### src/rtl/mif_pkg.sv
package mif_pkg;
  localparam int NCH       = 4;
  localparam int DATA_W    = 64;
  localparam int OFS_STAT  = 'h08;
  localparam int OFS_CTRL  = 'h10;
  localparam int INIT_LSB  = 0;
  localparam int CAL_LSB   = 8;
  localparam int BUSY_LSB  = 16;
  localparam int CLR_W     = 4;

  function automatic logic [DATA_W-1:0] pack_status(
    input logic [NCH-1:0] init_v,
    input logic [NCH-1:0] cal_v,
    input logic [NCH-1:0] busy_v
  );
    logic [DATA_W-1:0] w;
    w = '0;
    w[INIT_LSB +: NCH] = init_v;
    w[CAL_LSB  +: NCH] = cal_v;
    w[BUSY_LSB +: NCH] = busy_v;
    return w;
  endfunction
endpackage

### src/rtl/mif_clear_engine.sv
module mif_clear_engine #(
  parameter int DEPTH = 16,
  localparam int DAW  = (DEPTH > 1) ? $clog2(DEPTH) : 1
) (
  input  logic           clk_i,
  input  logic           rst_ni,
  input  logic           start_i,
  input  logic           ack_i,
  output logic           busy_o,
  output logic [DAW-1:0] addr_o
);
  localparam logic [DAW-1:0] LAST = DAW'(DEPTH - 1);

  logic           busy_q;
  logic [DAW-1:0] addr_q;

  always_ff @(posedge clk_i or negedge rst_ni) begin
    if (!rst_ni) begin
      busy_q <= 1'b0;
      addr_q <= '0;
    end else if (start_i && !busy_q) begin
      busy_q <= 1'b1;
      addr_q <= '0;
    end else if (busy_q && ack_i) begin
      if (addr_q == LAST) begin
        busy_q <= 1'b0;
        addr_q <= '0;
      end else begin
        addr_q <= addr_q + DAW'(1);
      end
    end
  end

  assign busy_o = busy_q;
  assign addr_o = addr_q;
endmodule

### src/rtl/mif_reg_file.sv
module mif_reg_file
  import mif_pkg::*;
#(
  parameter int             ADDR_W       = 8,
  parameter logic [NCH-1:0] CHAN_PRESENT = 4'b1011
) (
  input  logic              clk_i,
  input  logic              rst_ni,
  input  logic [ADDR_W-1:0] addr_i,
  input  logic              wr_en_i,
  input  logic [DATA_W-1:0] wr_data_i,
  input  logic              rd_en_i,
  output logic [DATA_W-1:0] rd_data_o,
  input  logic [NCH-1:0]    init_done_i,
  input  logic [NCH-1:0]    cal_fail_i,
  input  logic [NCH-1:0]    busy_i,
  output logic [NCH-1:0]    start_o
);
  localparam int HI_W = DATA_W - CLR_W;

  logic [HI_W-1:0]   ctrl_hi_q;
  logic [DATA_W-1:0] rd_q;
  logic              hit_stat, hit_ctrl;
  logic [DATA_W-1:0] rd_mux;

  assign hit_stat = (addr_i == ADDR_W'(OFS_STAT));
  assign hit_ctrl = (addr_i == ADDR_W'(OFS_CTRL));

  always_comb begin
    rd_mux = '0;
    if (hit_stat)
      rd_mux = pack_status(init_done_i & CHAN_PRESENT, cal_fail_i & CHAN_PRESENT, busy_i);
    else if (hit_ctrl)
      rd_mux = {ctrl_hi_q, CLR_W'(CHAN_PRESENT)};
  end

  // clear field is write-only: it only produces start pulses
  assign start_o = (wr_en_i && hit_ctrl) ? (wr_data_i[NCH-1:0] & CHAN_PRESENT & ~busy_i) : '0;

  always_ff @(posedge clk_i or negedge rst_ni) begin
    if (!rst_ni) begin
      ctrl_hi_q <= '0;
      rd_q      <= '0;
    end else begin
      if (wr_en_i && hit_ctrl) ctrl_hi_q <= wr_data_i[DATA_W-1:CLR_W];
      if (rd_en_i)             rd_q      <= rd_mux;
    end
  end

  assign rd_data_o = rd_q;
endmodule

### src/rtl/mif_clear_ctrl.sv
module mif_clear_ctrl
  import mif_pkg::*;
#(
  parameter int             ADDR_W       = 8,
  parameter int             DEPTH        = 16,
  parameter logic [NCH-1:0] CHAN_PRESENT = 4'b1011,
  localparam int            DAW          = (DEPTH > 1) ? $clog2(DEPTH) : 1
) (
  input  logic               clk_i,
  input  logic               rst_ni,
  input  logic [ADDR_W-1:0]  addr_i,
  input  logic               wr_en_i,
  input  logic [63:0]        wr_data_i,
  input  logic               rd_en_i,
  output logic [63:0]        rd_data_o,
  input  logic [3:0]         init_done_i,
  input  logic [3:0]         cal_fail_i,
  output logic [3:0]         clr_req_o,
  output logic [4*DAW-1:0]   clr_addr_o,
  input  logic [3:0]         clr_ack_i
);
  logic [NCH-1:0] busy, start;

  mif_reg_file #(
    .ADDR_W      (ADDR_W),
    .CHAN_PRESENT(CHAN_PRESENT)
  ) u_regs (
    .clk_i      (clk_i),
    .rst_ni     (rst_ni),
    .addr_i     (addr_i),
    .wr_en_i    (wr_en_i),
    .wr_data_i  (wr_data_i),
    .rd_en_i    (rd_en_i),
    .rd_data_o  (rd_data_o),
    .init_done_i(init_done_i),
    .cal_fail_i (cal_fail_i),
    .busy_i     (busy),
    .start_o    (start)
  );

  for (genvar g = 0; g < NCH; g++) begin : g_chan
    if (CHAN_PRESENT[g]) begin : g_eng
      mif_clear_engine #(.DEPTH(DEPTH)) u_eng (
        .clk_i  (clk_i),
        .rst_ni (rst_ni),
        .start_i(start[g]),
        .ack_i  (clr_ack_i[g]),
        .busy_o (busy[g]),
        .addr_o (clr_addr_o[g*DAW +: DAW])
      );
    end else begin : g_none
      assign busy[g] = 1'b0;
      assign clr_addr_o[g*DAW +: DAW] = '0;
    end
  end

  assign clr_req_o = busy;
endmodule

### config.mk
export PLATFORM = sky130hd
export DESIGN_NAME = mif_clear_ctrl
export DESIGN_NICKNAME = d
export VERILOG_FILES = /design/src/rtl/mif_pkg.sv /design/src/rtl/mif_clear_engine.sv /design/src/rtl/mif_reg_file.sv /design/src/rtl/mif_clear_ctrl.sv
export SDC_FILE = /design/constraint.sdc
export NUM_CORES = 1
export LEC_CHECK = 0
export BUFFER_PORTS_ARGS = -buffer_cell sky130_fd_sc_hd__buf_2
export CAP_MARGIN = 0
export CELL_PAD_IN_SITES_DETAIL_PLACEMENT = 1
export CELL_PAD_IN_SITES_GLOBAL_PLACEMENT = 1
export CORE_MARGIN = 4
export CORE_UTILIZATION = 25
export DETAILED_ROUTE_END_ITERATION = 8
export PLACE_DENSITY_LB_ADDON = 0.15
export REMOVE_ABC_BUFFERS = 1
export SYNTH_ARGS = -nofsm -noshare
export SYNTH_HDL_FRONTEND = slang
export SYNTH_SLANG_ARGS = --single-unit
### constraint.sdc
create_clock -name clk_i -period 2 [get_ports clk_i]
set_input_delay 0 -clock clk_i [delete_from_list [all_inputs] [get_ports clk_i]]
set_output_delay 0 -clock clk_i [all_outputs]
set_load 0.1 [all_outputs]
==> metrics.md, run 1 <==
| Metric | Value |
|---|---|
| Run status | `finished clean` |
| FF-to-FF End | `g_chan[3].g_eng.u_eng.addr_o[0]` |
| Hold_sp | `addr_i[5]` |
| Worst slew margin | `62.2%` |
| Ys Warns | `0` |
| Die ar. | `25600 µm²` |
| H-tree level count | `4` |
| Yosys top cell by area | `dfrtp_1` |
| Synth top area cells | `dfrtp_1, mux2_4, a22o_1` |
| # rows | `55` |
| Root Buffer | `clkbuf_16` |
| DRC Markers | `0` |
| RSZ-0062 raised after global routing | `no` |
| Vias | `4123` |
| Adder-Cell Fraction of Synth Area | `0.651%` |
| Clk buf depth | `2` |
| Final period util | `71.8%` |
| Count leader, synth | `dfrtp_1` |
| Reg area | `3450 µm²` |
| Worst-Margin Slew | `567 ps` |
| Max-slew violations | `0` |
| Sequential share of the synthesized area | `59.9%` |
| Hold depth | `4` |
| Final core utilization | `36.0%` |
| 1st-iter DRT viols | `about 130` |
| Synth Flop Type | `dfrtp_1` |
| CTS tree | `yes` |
| Setup TNS | `0 ps` |
| Worst EP arrival | `1440 ps` |
| Xor-xnor portion of the synthesized cell area | `0.456%` |
| Post-synthesis register bit count | `138` |
| Fmax | `0.697 GHz` |
| Crit-path max FO | `10` |
| Setup WS post-layout | `565 ps` |
| Hold endpoint | `g_chan[3].g_eng.u_eng.busy_o` |
| GPL Wtd Cong | `0.698` |
| Area of the multi-input gates | `2100 µm²` |
| R2R Setup Slk | `roughly 640 ps` |
| GRT Resource Usage Total | `12.5%` |
| Clk pin slew, worst setup/hold paths | `around 60 ps` |
| Clock Latency Late Sink | `410 ps` |
| PD cells | `1060 nW/µm²` |
| Number of nets in the layout | `714` |
| Min Tclk post-route | `between 1000 and 1500 ps` |
| Post-Place Setup Slack | `465 ps` |
| HPWL after DPL | `10100 µm` |
| Fraction of layout cells with a size suffix above 1 | `~42%` |
| Hold Crit Class | `input pin to register` |
| Slowest CP cell | `dfrtp_1` |
| Cells along the critical path | `buf_2` |
| Clock skew | `9.16 ps` |
| GRT overflow | `0` |
| Family with the most delay on the worst path | `flip-flops` |
| CTS Buf Count | `17` |
| Max Cap Viol | `0` |
| Fill count | `between 2k and 2.5k` |
| Syn_area_per_cell | `~15 µm²` |
| Post-synth EDFFs | `0` |
| # diodes | `0` |
| Fin. Hold Viols | `0` |
| WL final | `15700 µm` |
| Final Setup Violations | `0` |
| Simple-gate share of the synthesized area | `5.21%` |
| Post-synth cell types | `40` |
| Leak | `between 4 and 5 nW` |
| Cells after Synth | `between 300 and 400` |
| Area share of the largest cell type after synthesis | `approximately three fifths` |
| Postcts setup bufs | `0` |
| WP data required | `2000 ps` |
| Number of global-route vias before repair | `4673` |
| CP Capture Type | `output port` |
| Resized cells post-CTS | `0` |
| Crit path kind | `register to output port` |
| First-pass GRT wire length | `26000 µm` |
| Cts hold-fix bufs | `70` |
| Clock sink count | `~140` |
| Reg-to-Reg Start | `g_chan[3].g_eng.u_eng.addr_o[1]` |
| Initial DRT Pass Iterations | `4` |
| Worst setup SP type | `register` |
| Die width | `160 µm` |
| Final ANT Viol Nets | `0` |
| Worst vdd ir | `between 500 and 600 µV` |
| Die Ht | `around 160 µm` |
| Largest family of logic cells by synthesized area | `multiplexers` |
| I/O pins | `172` |
| Commonest cells in the netlist | `dfrtp_1, mux2_4, a22o_1` |
| I/O Buffers | `161` |
| Initial Util | `25.5%` |
| Post-Syn Area | `5770 µm²` |
| Slowest cell delay on critical path | `approximately 530 ps` |
| Initial antenna violation count | `0` |
| Mux contribution to synthesized area | `~16%` |
| Largest net degree at the start of global routing | `73` |
| Synth Area in Compound Gates | `13.4%` |
| P&R area growth vs syn | `41.3%` |
| Average wire per standard cell | `17.1 µm` |
| Buf/Inv on CP | `1` |
| Synth async-reset ratio | `100%` |
| Vias/cell | `~4.5` |
| CORE AREA | `22600 µm²` |
| R2r worst-path depth | `4` |
## cell type report
cell class	instances	share of cell area [%]
clock inverter	14	2.00
timing repair buffer	239	20.1
sequential	138	42.4
multi-input combinational	223	25.8
clock buffer	17	5.22
inverter	4	0.184
tap	285	4.38
## state kept, by name, indices dropped and copies added, names as in the netlist
name / flops
g_chan.g_eng.u_eng.busy_o: 3
u_regs.rd_data_o: 63
u_regs.ctrl_hi_q: 60
g_chan.g_eng.u_eng.addr_o: 12
## per-layer routing
layer	GRT usage, %	vias up	wire length (µm)
met4	2.97	0	126
li1	-	1890	-
met5	0	-	0
met1	16.0	2106	7020
met3	4.80	7	1120
met2	20.1	120	7430
## placed cells by master, fill, tap and decap left out, types with 4 or more instances in the layout
cell,count
nor2b_1,6
clkbuf_16,17
buf_2,160
dfrtp_1,138
nand2_1,18
mux2i_1,4
buf_12,5
mux2_4,60
a21oi_1,7
nand2b_1,4
a22oi_1,6
a22o_1,58
and3_1,6
o31ai_1,9
dlygate4sd3_1,70
conb_1,6
inv_6,5
## worst register-to-register path, stage by stage, from the launching register on
cell and delay [ps]:
dfrtp_1 460, ha_1 220, and3_1 200, o21ai_0 130, a22o_1 240
## report_power, final
| part | total, mW | switching, mW | internal, mW |
|---|---|---|---|
| registers | 3.27 | 0.276 | 2.99 |
| logic | 2.18 | 1.55 | 0.632 |
| clock network | 3.17 | 1.31 | 1.87 |
| total | 8.62 | 3.13 | 5.49 |
## kinds of logic after synthesis
kind of cell               count (synthesis)
AOI/OAI and AO/OA                         96
xor gates and xnor gates                   3
adders and majority gates                  3
buffers and inverters                     36
DFF                                      138
muxes                                     64
other                                      1
and+or+nand+nor                           51
## per-stage QoR
stage          instance area (µm²)  instances  hold slack [ps]  power (mW)
2_1_floorplan                 5570        365             -296        4.87
3_3_place_gp                  6860        819             10.1        5.32
3_5_place_dp                  6860        819             15.2        5.41
4_1_cts                       8150        920             61.0        8.76
5_1_grt                       8150        920              106        9.05
6_report                      8150        920             70.9        8.62
## how the worst max path moves through the flow
stage,slack [ps],end,start,cells past startpoint
4_1_cts,540,clr_req_o[3],g_chan[3].g_eng.u_eng.busy_o,1
3_5_place_dp,460,u_regs.ctrl_hi_q[51],addr_i[7],5
3_3_place_gp,490,u_regs.ctrl_hi_q[50],addr_i[7],5
2_1_floorplan,-370,u_regs.ctrl_hi_q[0],addr_i[4],3
6_report,560,clr_req_o[3],g_chan[3].g_eng.u_eng.busy_o,1
5_1_grt,490,clr_req_o[0],g_chan[0].g_eng.u_eng.busy_o,1
Power figures use the tool's default switching activity.
==> run 2, diff against run 1 <==
==> constraint.sdc (replaced) <==
create_clock -name clk_i -period 1.45 [get_ports clk_i]
set_input_delay 0 -clock clk_i [delete_from_list [all_inputs] [get_ports clk_i]]
set_output_delay 0 -clock clk_i [all_outputs]
set_load 0.1 [all_outputs]
==> metrics.md, run 2 (synthesized netlist as in run 1, its figures left out) <==
| Metric | Value |
|---|---|
| Run status | `finished clean (unchanged)` |
| Fill count | `2423 (was 2403)` |
| Worst slew margin | `65.2% (was 62.2%)` |
| Worst vdd ir | `828 µV (was 552 µV)` |
| Max Cap Viol | `0 (unchanged)` |
| # rows | `55 (unchanged)` |
| GRT overflow | `0 (unchanged)` |
| Clk pin slew, worst setup/hold paths | `60 ps (about the same)` |
| Commonest non-fill, non-tap cells in the layout | `buf_2, dfrtp_1, dlygate4sd3_1 (unchanged)` |
| Crit path kind | `register to output port (unchanged)` |
| Fin. Hold Viols | `0 (unchanged)` |
| Fmax | `0.737 GHz` |
| Number of nets in the layout | `723 (was 714)` |
| Beginning of the critical path | `g_chan[3].g_eng.u_eng.busy_o (unchanged)` |
| H-tree level count | `4 (unchanged)` |
| Largest net degree at the start of global routing | `50 (was 73)` |
| Worst setup SP type | `register (unchanged)` |
| Initial antenna violation count | `0 (unchanged)` |
| Clk buf depth | `2 (unchanged)` |
| Die ar. | `25600 µm² (unchanged)` |
| Hold Crit Class | `input pin to async pin (was input pin to register)` |
| Clock skew | `10.5 ps (was 9.16 ps)` |
| Crit-path max FO | `9 (was 10)` |
| DRC Markers | `0 (unchanged)` |
| Vias/cell | `4.47 (was 4.48)` |
| Root Buffer | `clkbuf_16 (unchanged)` |
| Final period util | `93.6%` |
| I/O Buffers | `161 (unchanged)` |
| Slowest cell delay on critical path | `440 ps (was 530 ps)` |
| HPWL after DPL | `10600 µm (was 10100 µm)` |
| WP data required | `1450 ps (was 2000 ps)` |
| Final ANT Viol Nets | `0 (unchanged)` |
| Initial Util | `25.5% (unchanged)` |
| Max reg flops | `63 (unchanged)` |
| GPL Wtd Cong | `0.707 (was 0.698)` |
| First-pass GRT wire length | `26400 µm (was 26000 µm)` |
| Initial DRT Pass Iterations | `4 (unchanged)` |
| Reg-to-Reg Start | `g_chan[1].g_eng.u_eng.addr_o[0] (was g_chan[3].g_eng.u_eng.addr_o[1])` |
| P&R area growth vs syn | `42.5% (was 41.3%)` |
| Setup TNS | `0 ps (unchanged)` |
| CTS tree | `yes (unchanged)` |
| Clock sink count | `138 (unchanged)` |
| Die Ht | `160 µm (unchanged)` |
| CP Capture Type | `output port (unchanged)` |
| Vias | `4154 (was 4123)` |
| Postcts setup bufs | `0 (unchanged)` |
| Final Setup Violations | `0 (unchanged)` |
| WL final | `16200 µm (was 15700 µm)` |
| Average wire per standard cell | `17.4 µm (was 17.1 µm)` |
| PD cells | `1450 nW/µm² (was 1060 nW/µm²)` |
| Most common cell after layout, fill and taps aside | `buf_2 (unchanged)` |
| Clock Latency Late Sink | `410 ps (about the same)` |
| Fraction of layout cells with a size suffix above 1 | `42.7% (was 42.0%)` |
| Number of global-route vias before repair | `4776 (was 4673)` |
| # diodes | `0 (unchanged)` |
| Slowest CP cell | `buf_2 (was dfrtp_1)` |
| Worst-Margin Slew | `525 ps (was 567 ps)` |
| I/O pins | `172 (unchanged)` |
| Leak | `4.37 nW (was 4.32 nW)` |
| Max-slew violations | `0 (unchanged)` |
| Min Tclk post-route | `~1400 ps` |
| RSZ-0062 raised after global routing | `no (unchanged)` |
| Cells along the critical path | `buf_4, buf_2 (was buf_2)` |
| Worst EP arrival | `1360 ps (was 1440 ps)` |
| Die width | `160 µm (unchanged)` |
| CORE AREA | `22600 µm² (unchanged)` |
| Total power | `11.9 mW (was 8.62 mW)` |
| CTS Buf Count | `17 (unchanged)` |
| 1st-iter DRT viols | `114 (was 133)` |
| GRT Resource Usage Total | `12.8% (was 12.5%)` |
-- run 2: metrics by stage --
| step | hold WS [ps] | instance area, µm² | utilization [%] | setup slack [ps] | instances |
|---|---|---|---|---|---|
| 2_1_floorplan | -296 | 5570 | - | -921 | 365 |
| 3_3_place_gp | -92.8 | 6930 | 30.6 | 34.4 | 828 |
| 3_5_place_dp | -91.2 | 6930 | 30.6 | 9.07 | 828 |
| 4_1_cts | 38.0 | 8210 | 36.3 | 12.1 | 929 |
| 5_1_grt | 57.9 | 8220 | 36.3 | 3.76 | 929 |
| 6_report | 37.6 | 8220 | 36.3 | 93.4 | 929 |
-- run 2: final timing paths --
kind / end / slack, ps / depth (start not counted)
hold / removal: g_chan[0].g_eng.u_eng.addr_o[3] / 40 / 2
setup reg to reg: g_chan[1].g_eng.u_eng.addr_o[3] / 140 / 4
min in group clk_i: u_regs.rd_data_o[0] / 140 / 5
max in group asynchronous: u_regs.rd_data_o[60] / 800 / 3
hold reg to reg: u_regs.rd_data_o[1] / 490 / 2
setup / recovery: clr_req_o[3] / 90 / 2
-- run 2: where the power goes --
group | total [mW] | internal, mW | switching [mW]
Clock | 4.35 | 2.67 | 1.68
Sequential | 4.45 | 4.13 | 0.316
Combinational | 3.11 | 0.929 | 2.18
Total | 11.9 | 7.73 | 4.18
-- run 2: what timing repair did --
item                                    CTS  global route
resized for setup                         0             1
hold endpoints to repair                208             0
endpoints found under the setup margin    0             1
hold buffers                             70             0
-- run 2: final cells by class --
cell class              count  area [µm²]  area share, %
well taps                 285         357           4.34
clock inverters            10         116           1.42
inverters                   4        15.0          0.183
repair buffers            248        1710           20.8
flip-flops and latches    138        3450           42.0
clock buffers              21         470           5.73
multi-input cells         223        2100           25.6
-- run 2: worst max-delay path: cells and delay by family (launching register included) --
kind / cells / cell delay, ps
buf+inv: 2 / 600
flops: 1 / 350
-- run 2: layer usage --
layer | track usage, % | vias to the layer above | wire length (µm)
met2 | 20.6 | 122 | 7440
li1 | - | 1911 | -
met5 | 0 | - | 0
met1 | 16.8 | 2106 | 7450
met3 | 4.03 | 15 | 1070
met4 | 3.83 | 0 | 246
==> run 3, diff against run 2 <==
--- a/config.mk
+++ b/config.mk
@@ -10,8 +10,9 @@
 export CELL_PAD_IN_SITES_DETAIL_PLACEMENT = 1
 export CELL_PAD_IN_SITES_GLOBAL_PLACEMENT = 1
 export CORE_MARGIN = 4
-export CORE_UTILIZATION = 25
+export CORE_UTILIZATION = 40
 export DETAILED_ROUTE_END_ITERATION = 8
+export HOLD_SLACK_MARGIN = 0.06
 export PLACE_DENSITY_LB_ADDON = 0.15
 export REMOVE_ABC_BUFFERS = 1
 export SYNTH_ARGS = -nofsm -noshare
==> metrics.md, run 3 (synthesized netlist as in run 1, its figures left out) <==
| Metric | Value |
|---|---|
| PD cells | `1490 nW/µm² (was 1450 nW/µm²)` |
| CORE AREA | `14000 µm² (was 22600 µm²)` |
| Setup TNS | `0 ps (unchanged)` |
| Postcts setup bufs | `0 (unchanged)` |
| Die ar. | `16400 µm² (was 25600 µm²)` |
| H-tree level count | `4 (unchanged)` |
| Clock skew | `8.06 ps (was 10.5 ps)` |
| Max reg flops | `63 (unchanged)` |
| Clock Latency Late Sink | `420 ps (was 410 ps)` |
| Run status | `finished clean (unchanged)` |
| Post-Place Setup Slack | `-76.4 ps (was 9.07 ps)` |
| Design area | `8150 µm² (was 8220 µm²)` |
| Max Cap Viol | `0 (unchanged)` |
| CTS Buf Count | `17 (unchanged)` |
| Min Tclk post-route | `1360 ps (about the same)` |
| Most common cell after layout, fill and taps aside | `buf_2 (unchanged)` |
| Total power | `12.1 mW (was 11.9 mW)` |
| Max-slew violations | `0 (unchanged)` |
| Initial Util | `41.2% (was 25.5%)` |
| Fraction of layout cells with a size suffix above 1 | `41.8% (was 42.7%)` |
| Leak | `4.39 nW (was 4.37 nW)` |
| Die Ht | `128 µm (was 160 µm)` |
| Root Buffer | `clkbuf_16 (unchanged)` |
| I/O pins | `172 (unchanged)` |
| Final ANT Viol Nets | `0 (unchanged)` |
| Average wire per standard cell | `19.4 µm (was 17.4 µm)` |
| Clk buf depth | `2 (unchanged)` |
| Setup WS post-layout | `91.4 ps (was 93.4 ps)` |
| Final period util | `93.7% (was 93.6%)` |
| WL final | `16000 µm (was 16200 µm)` |
| Reg area | `3450 µm² (unchanged)` |
| # rows | `43 (was 55)` |
| WP data required | `1450 ps (about the same)` |
| RSZ-0062 raised after global routing | `no (unchanged)` |
| GPL Wtd Cong | `0.738 (was 0.707)` |
| Crit-path max FO | `9 (unchanged)` |
| First-pass GRT wire length | `25600 µm (was 26400 µm)` |
| Number of global-route vias before repair | `4711 (was 4776)` |
| I/O Buffers | `161 (unchanged)` |
| Dpl cell area | `6830 µm² (was 6930 µm²)` |
| CP Capture Type | `output port (unchanged)` |
| Initial antenna violation count | `0 (unchanged)` |
| # diodes | `0 (unchanged)` |
| Largest net degree at the start of global routing | `48 (was 50)` |
| Worst EP arrival | `1360 ps (about the same)` |
| Clock sink count | `138 (unchanged)` |
| Number of nets in the layout | `722 (was 723)` |
| Clk pin slew, worst setup/hold paths | `60 ps (about the same)` |
| Hold Crit Class | `input pin to async pin (unchanged)` |
| Placed Cells | `721 (was 828)` |
| Area of the multi-input gates | `2100 µm² (unchanged)` |
| Fill count | `1406 (was 2423)` |
| Crit path kind | `register to output port (unchanged)` |
| GRT Resource Usage Total | `20.2% (was 12.8%)` |
| CTS tree | `yes (unchanged)` |
| Worst setup SP type | `register (unchanged)` |
| Vias/cell | `5.13 (was 4.47)` |
| Commonest non-fill, non-tap cells in the layout | `buf_2, dfrtp_1, dlygate4sd3_1 (unchanged)` |
| HPWL after DPL | `9860 µm (was 10600 µm)` |
| Fmax | `0.736 GHz (was 0.737 GHz)` |
| Vias | `4218 (was 4154)` |
| P&R area growth vs syn | `41.2% (was 42.5%)` |
| Initial DRT Pass Iterations | `4 (unchanged)` |
| GRT overflow | `0 (unchanged)` |
| Fin cells | `823 (was 929)` |
| Final Setup Violations | `0 (unchanged)` |
| Fin. Hold Viols | `0 (unchanged)` |
| Die width | `128 µm (was 160 µm)` |
| Worst slew margin | `66.0% (was 65.2%)` |
| Worst-Margin Slew | `514 ps (was 525 ps)` |
| Worst vdd ir | `813 µV (was 828 µV)` |
| DRC Markers | `0 (unchanged)` |
| 1st-iter DRT viols | `192 (was 114)` |
## run 3: cell count changes in the layout (fill, tap and decap cells not counted)
cell	before	now
buf_12	5	9
buf_4	12	7
bufinv_16	2	4
clkbuf_1	1	5
clkbuf_4	1	0
clkbuf_8	3	1
clkinvlp_4	2	0
dlygate4sd3_1	70	71
inv_6	2	0
## run 3: layout make-up
cell class              count  area share, %
multi-input cells         223           25.8
inverters                   4          0.184
clock inverters             8           1.77
clock buffers              23           5.62
repair buffers            247           21.5
flip-flops and latches    138           42.4
well taps                 180           2.76
## run 3: critical path, cell delays in order (launching register included)
cell,delay (ps)
dfrtp_1,340
buf_4,160
buf_2,440
## run 3: path summary, 6_finish.rpt
path / start / end / slack (ps) / cells after the start
setup / recovery: g_chan[3].g_eng.u_eng.busy_o / clr_req_o[3] / 90 / 2
hold / removal: rst_ni / u_regs.rd_data_o[27] / 100 / 2
setup reg to reg: g_chan[0].g_eng.u_eng.addr_o[0] / g_chan[0].g_eng.u_eng.addr_o[0] / 100 / 4
hold reg to reg: u_regs.rd_data_o[11] / u_regs.rd_data_o[11] / 490 / 2
max in group asynchronous: rst_ni / u_regs.rd_data_o[32] / 780 / 3
min in group clk_i: addr_i[3] / u_regs.rd_data_o[1] / 150 / 5
## run 3: through the flow
stage / hold WS [ps] / utilization (%)
CTS: 109 / 58.2
detailed placement: -17.6 / 48.8
finish: 102 / 58.2
global placement: -16.9 / 48.8
global route: 136 / 58.2
floorplan: -296 / -
## run 3: power breakdown
group          internal (mW)  total, mW  leakage, nW  switching, mW
Combinational          0.922       3.12         2.20           2.20
Sequential              4.13       4.49         1.89          0.362
Clock                   2.91       4.50        0.295           1.60
## run 3: metal layers
layer | track usage [%] | wire (µm) | vias to the layer above
li1 | - | - | 1908
met1 | 24.6 | 6660 | 2152
met2 | 33.8 | 8000 | 131
met3 | 6.00 | 944 | 27
met4 | 7.68 | 354 | 0
met5 | 0 | 0 | -
## run 3: what timing repair did
item	4_1_cts	5_1_grt
hold buffers	71	0
gates resized for setup	1	0
hold endpoints to repair	213	0
endpoints found under the setup margin	1	0
